===== src/rtl/exc_track_pkg.sv =====
package exc_track_pkg;
    localparam int CAUSE_N = 8;
    localparam int CODE_W  = $clog2(CAUSE_N);
    localparam int IF_N    = 3;
    localparam int MEM_N   = 3;
    // bit positions in the per-instruction cause vector; lower index = earlier stage
    localparam int BIT_ILLEGAL = IF_N;
    localparam int BIT_ARITH   = IF_N + 1;
    localparam int BIT_MEM_LO  = IF_N + 2;

    typedef logic [CAUSE_N-1:0] cause_vec_t;
endpackage


===== src/rtl/exc_cause_prio.sv =====
module exc_cause_prio #(
    parameter int N = 8,
    parameter int W = 3
) (
    input  logic [N-1:0] vec,
    output logic [W-1:0] code
);
    always_comb begin
        code = '0;
        for (int i = N - 1; i >= 0; i--) begin
            if (vec[i]) code = W'(i);
        end
    end
endmodule


===== src/rtl/exc_pc_hist.sv =====
module exc_pc_hist #(
    parameter int PC_W  = 32,
    parameter int DEPTH = 1
) (
    input  logic                       clk,
    input  logic                       rst_n,
    input  logic                       push,
    input  logic [PC_W-1:0]            pc,
    output logic [DEPTH:0][PC_W-1:0]   pcs
);
    generate
        if (DEPTH == 0) begin : g_none
            assign pcs[0] = pc;
        end else begin : g_hist
            logic [DEPTH-1:0][PC_W-1:0] hist_d, hist_q;

            always_comb begin
                hist_d = hist_q;
                if (push) begin
                    for (int k = DEPTH - 1; k > 0; k--) hist_d[k] = hist_q[k-1];
                    hist_d[0] = pc;
                end
            end

            always_ff @(posedge clk or negedge rst_n) begin
                if (!rst_n) hist_q <= '0;
                else        hist_q <= hist_d;
            end

            assign pcs = {hist_q, pc};
        end
    endgenerate
endmodule


===== src/rtl/exc_status_pipe.sv =====
module exc_status_pipe
    import exc_track_pkg::*;
#(
    parameter int PC_W        = 32,
    parameter int DELAY_SLOTS = 1
) (
    input  logic                                clk,
    input  logic                                rst_n,
    input  logic                                if_valid,
    input  logic [PC_W-1:0]                     if_pc,
    input  logic                                if_in_delay,
    input  logic [IF_N-1:0]                     if_fault,
    input  logic                                id_illegal,
    input  logic                                ex_arith,
    input  logic [MEM_N-1:0]                    mem_fault,
    output logic                                wb_reg_we_ok,
    output logic                                mem_store_ok,
    output logic                                trap_req,
    output logic [CODE_W-1:0]                   trap_code,
    output logic [(DELAY_SLOTS+1)*PC_W-1:0]     trap_pcs,
    output logic                                trap_in_delay
);
    localparam int NPC = DELAY_SLOTS + 1;

    typedef struct packed {
        logic                      vld;
        logic                      dly;
        cause_vec_t                cv;
        logic [NPC-1:0][PC_W-1:0]  pcs;
    } ent_t;

    typedef struct packed {
        ent_t id;
        ent_t ex;
        ent_t mem;
        ent_t wb;
    } pipe_t;

    pipe_t st_d, st_q;
    logic [NPC-1:0][PC_W-1:0] fetch_pcs;
    logic [CODE_W-1:0]        wb_code;
    cause_vec_t               mem_cv_now;
    logic                     trap_now;

    assign trap_now = st_q.wb.vld & (|st_q.wb.cv);

    exc_pc_hist #(.PC_W(PC_W), .DEPTH(DELAY_SLOTS)) u_hist (
        .clk   (clk),
        .rst_n (rst_n),
        .push  (if_valid & ~trap_now),
        .pc    (if_pc),
        .pcs   (fetch_pcs)
    );

    exc_cause_prio #(.N(CAUSE_N), .W(CODE_W)) u_prio (
        .vec  (st_q.wb.cv),
        .code (wb_code)
    );

    always_comb begin
        mem_cv_now = st_q.mem.cv;
        if (st_q.mem.vld) mem_cv_now[BIT_MEM_LO +: MEM_N] = st_q.mem.cv[BIT_MEM_LO +: MEM_N] | mem_fault;
    end

    always_comb begin
        st_d = st_q;

        // fetch: new record, fetch causes land in the low bits
        st_d.id.vld = if_valid;
        st_d.id.dly = if_valid & if_in_delay;
        st_d.id.cv  = '0;
        if (if_valid) st_d.id.cv[IF_N-1:0] = if_fault;
        st_d.id.pcs = fetch_pcs;

        // decode -> execute
        st_d.ex = st_q.id;
        st_d.ex.cv[BIT_ILLEGAL] = st_q.id.cv[BIT_ILLEGAL] | (st_q.id.vld & id_illegal);

        // execute -> memory
        st_d.mem = st_q.ex;
        st_d.mem.cv[BIT_ARITH] = st_q.ex.cv[BIT_ARITH] | (st_q.ex.vld & ex_arith);

        // memory -> writeback
        st_d.wb    = st_q.mem;
        st_d.wb.cv = mem_cv_now;

        // trap taken: every younger instruction becomes a bubble
        if (trap_now) st_d = '0;
    end

    always_ff @(posedge clk or negedge rst_n) begin
        if (!rst_n) st_q <= '0;
        else        st_q <= st_d;
    end

    assign trap_req      = trap_now;
    assign wb_reg_we_ok  = st_q.wb.vld & ~(|st_q.wb.cv);
    assign mem_store_ok  = st_q.mem.vld & ~(|mem_cv_now) & ~trap_now;
    assign trap_code     = trap_now ? wb_code : '0;
    assign trap_pcs      = trap_now ? st_q.wb.pcs : '0;
    assign trap_in_delay = trap_now & st_q.wb.dly;
endmodule


===== config.mk =====
export PLATFORM = sky130hd
export DESIGN_NAME = exc_status_pipe
export DESIGN_NICKNAME = d
export VERILOG_FILES = /design/src/rtl/exc_track_pkg.sv /design/src/rtl/exc_cause_prio.sv /design/src/rtl/exc_pc_hist.sv /design/src/rtl/exc_status_pipe.sv
export SDC_FILE = /design/constraint.sdc
export NUM_CORES = 1
export LEC_CHECK = 0
export BUFFER_PORTS_ARGS = -buffer_cell sky130_fd_sc_hd__buf_2
export CORE_MARGIN = 2
export CORE_UTILIZATION = 63
export CTS_CLUSTER_DIAMETER = 120
export DETAILED_ROUTE_END_ITERATION = 8
export PLACE_DENSITY = 0.84
export SLEW_MARGIN = 20
export SYNTH_ARGS = -nofsm -noshare
export SYNTH_HDL_FRONTEND = slang
export SYNTH_HIERARCHICAL = 1
export SYNTH_SLANG_ARGS = --single-unit
export TNS_END_PERCENT = 50

===== constraint.sdc =====
create_clock -name clk -period 5.3 [get_ports clk]
set_clock_uncertainty 0.05 [all_clocks]
set_input_delay 1.06 -clock clk [delete_from_list [all_inputs] [get_ports clk]]
set_output_delay 1.06 -clock clk [all_outputs]
set_load 0.01 [all_outputs]

==> results.toml <==
[outcome]
outcome = "finished, final reports clean"

[sta]
finalHoldViolations = 0
min_period_ns = 3.47
drv_slew = 0
rsz0062_at_grt = "no"
fmax_ghz = 0.288
period_share_pct = 65.4
worst_slew_pin_slew_ns = 0.972
holdWs_ns = 0.390
slew_headroom_pct = 35.2
finalSetupViolations = 0
totalNegativeSetupSlack_ns = 0

[floorplanning]
core_um2 = 17800
io_pins = 115
start_util_pct = 63.6
rows = 49
dieArea_um2 = 19000
die_w_um = 138
die_y_um = 138

[global_routing]
grtUsageTotal_pct = 17.5
grt_overflow_total = 0
antenna_found_initial = 0
grt_max_degree = 151
first_global_vias = 5604
grt_pass1_wl_um = 27200

[power_and_ir_drop]
power.density_nw_per_um2 = 598
ir_drop_uv = 518
finalPower_w = 0.00760
leakagePower_nw = 6.31

[synth]
synth_seq_area_share_pct = 69.9
ys_warn_count = 6
synth_fp_nets = 839
synth_top_cell_area_share_pct = 69.9
syn_avg_cell_area_um2 = 14.2
synth-seq-cells = 316
yosysUniqueCellTypes = 27
syn_inst = 795
synth_top_area_cell = "dfrtp_1"
synth_area_leaders = "dfrtp_1 70%, and2_1 16%, mux2_4 4.0%"
synth_area_um2 = 11300

[clock_network]
htree_levels = 1
holdBufCountCts = 0
post_cts_buffers = 0
cts_tree = "yes"
cts_made_buffers = 30
clkSinkCount = 316
clk_latency_ns = 0.53
path_clk_slew_ns = 0.06
cts_resized = 0
cts_max_path_buffers = 3
root_buffer = "clkbuf_16"

[layout]
finalNetCount = 916
drive_above_1_share_pct = 29.1
fin_area_um2 = 12700
antennaDiodeCount = 0
synthToLayoutAreaGrowth_pct = 12.2

[critical_path]
crit_path_end_kind = "output pin"
slowest_stage = "inv_2"
slowest_delay_ns = 0.58
path_buf_inv = 2
worst_path_dominant_cell_family = "buffers and inverters"
cp_max_fo = 70
crit_path_start_kind = "register"
worstSetupPathType = "register to output pin"
crit_arrival_ns = 2.36
r2r_slack_ns = 2.45
crit_required_ns = 4.19
crit_chain = "nor4_2 > a21bo_4 > inv_2 > and2_1 > buf_2"

[job]
cap_violations = 0

[drt]
vias_per_cell = 4.78
wirelength_um = 16000
via_count = 5369
wl_per_cell_um = 14.2
dr.pass1.iters = 5
ant_nets = 0
drc = 0
drtIter0Drc = 327

[placed_design]
portBuffers = 114
dpl.hpwl_um = 9260
dpl-instance-area_um2 = 11700
place_congestion = 0.769

[worst_hold_path]
hp-class = "register to register"
==> cell usage after synthesis (all sizes together) <==
library cell  instances
and2                343
dfrtp               316
buf                  40
clkbuf               34
mux2                 32
and3                 10
nor4                  5
inv                   3
nor2                  3
a21oi                 2
a211oi                1
a21bo                 1
nand3                 1
nor3b                 1
nor4b                 1
o21ai                 1
o41ai                 1
==> logic make-up after synthesis <==
| kind of cell | share of synthesized area (%) |
|---|---|
| AND/OR/NAND/NOR | 20.8 |
| flip-flops | 69.9 |
| buffers and inverters | 4.61 |
| multiplexers | 4.18 |
| AO/OA/AOI/OAI | 0.475 |
==> routing by layer <==
layer / track usage [%] / part of all wire, % / up-vias / wire length (µm)
met2: 30.3 / 52 / 121 / 8230
met4: 7.47 / 3.8 / 0 / 609
li1: - / - / 2561 / -
met1: 22.0 / 41 / 2639 / 6480
met5: 0 / 0 / - / 0
met3: 2.94 / 4.0 / 48 / 642
==> layout make-up <==
cell class / count / area (µm²)
fill: 1156 / 5080
clock buffer: 48 / 900
clock inverter: 7 / 63.8
timing repair buffer: 119 / 634
tap: 229 / 287
inverter: 3 / 11.3
multi-input combinational: 402 / 2890
sequential: 316 / 7910
==> cell usage in the layout, fill, tap and decap left out <==
cell,n
a211oi_2,1
a21bo_4,1
a21oi_1,2
and2_1,286
and2_2,56
and2_4,1
and3_1,9
and3_2,1
buf_12,1
buf_2,113
buf_4,3
buf_6,1
buf_8,1
bufinv_16,1
clkbuf_1,11
clkbuf_16,31
clkbuf_8,6
clkinv_2,5
clkinv_4,1
dfrtp_1,316
inv_1,2
inv_2,1
mux2_2,2
mux2_4,30
nand3_1,1
nor2_1,2
nor2_2,1
nor3b_1,1
nor4_1,3
nor4_2,2
nor4b_1,1
o21ai_1,1
o41ai_2,1
==> registers in the layout, indices dropped and copies added (netlist names) <==
signal	count
st_q	279
u_hist/g_hist.hist_q	32
mem_cv_now	5
==> worst paths after layout <==
check	start	end	depth (start not counted)
setup / recovery	st_q[64]	trap_pcs[50]	5
hold / removal	st_q[202]	st_q[128]	1
setup reg to reg	st_q[64]	st_q[114]	5
hold reg to reg	st_q[202]	st_q[128]	1
max in group asynchronous	rst_n	u_hist/g_hist.hist_q[4]	2
min in group asynchronous	rst_n	st_q[250]	1
==> worst register-to-register path, stage by stage (launching register included) <==
cell and delay (ns):
dfrtp_1 0.45, nor4_2 0.34, a21bo_4 0.20, buf_4 0.69, buf_6 0.69, and2_2 0.36
==> metrics by stage <==
stage / utilization [%] / instances / worst slack (ns)
3_5_place_dp: 66.0 / 1069 / 2.17
3_3_place_gp: 66.0 / 1069 / 2.31
6_report: 71.4 / 1124 / 1.83
2_1_floorplan: - / 795 / 2.62
5_1_grt: 71.4 / 1124 / 1.64
4_1_cts: 71.4 / 1124 / 1.76
==> where the power goes <==
group | total [W] | internal, W | switching, W
sequential | 0.00374 | 0.00345 | 0.000283
clock | 0.00203 | 0.00120 | 0.000827
combinational | 0.00183 | 0.000956 | 0.000873
Power figures use the tool's default switching activity.
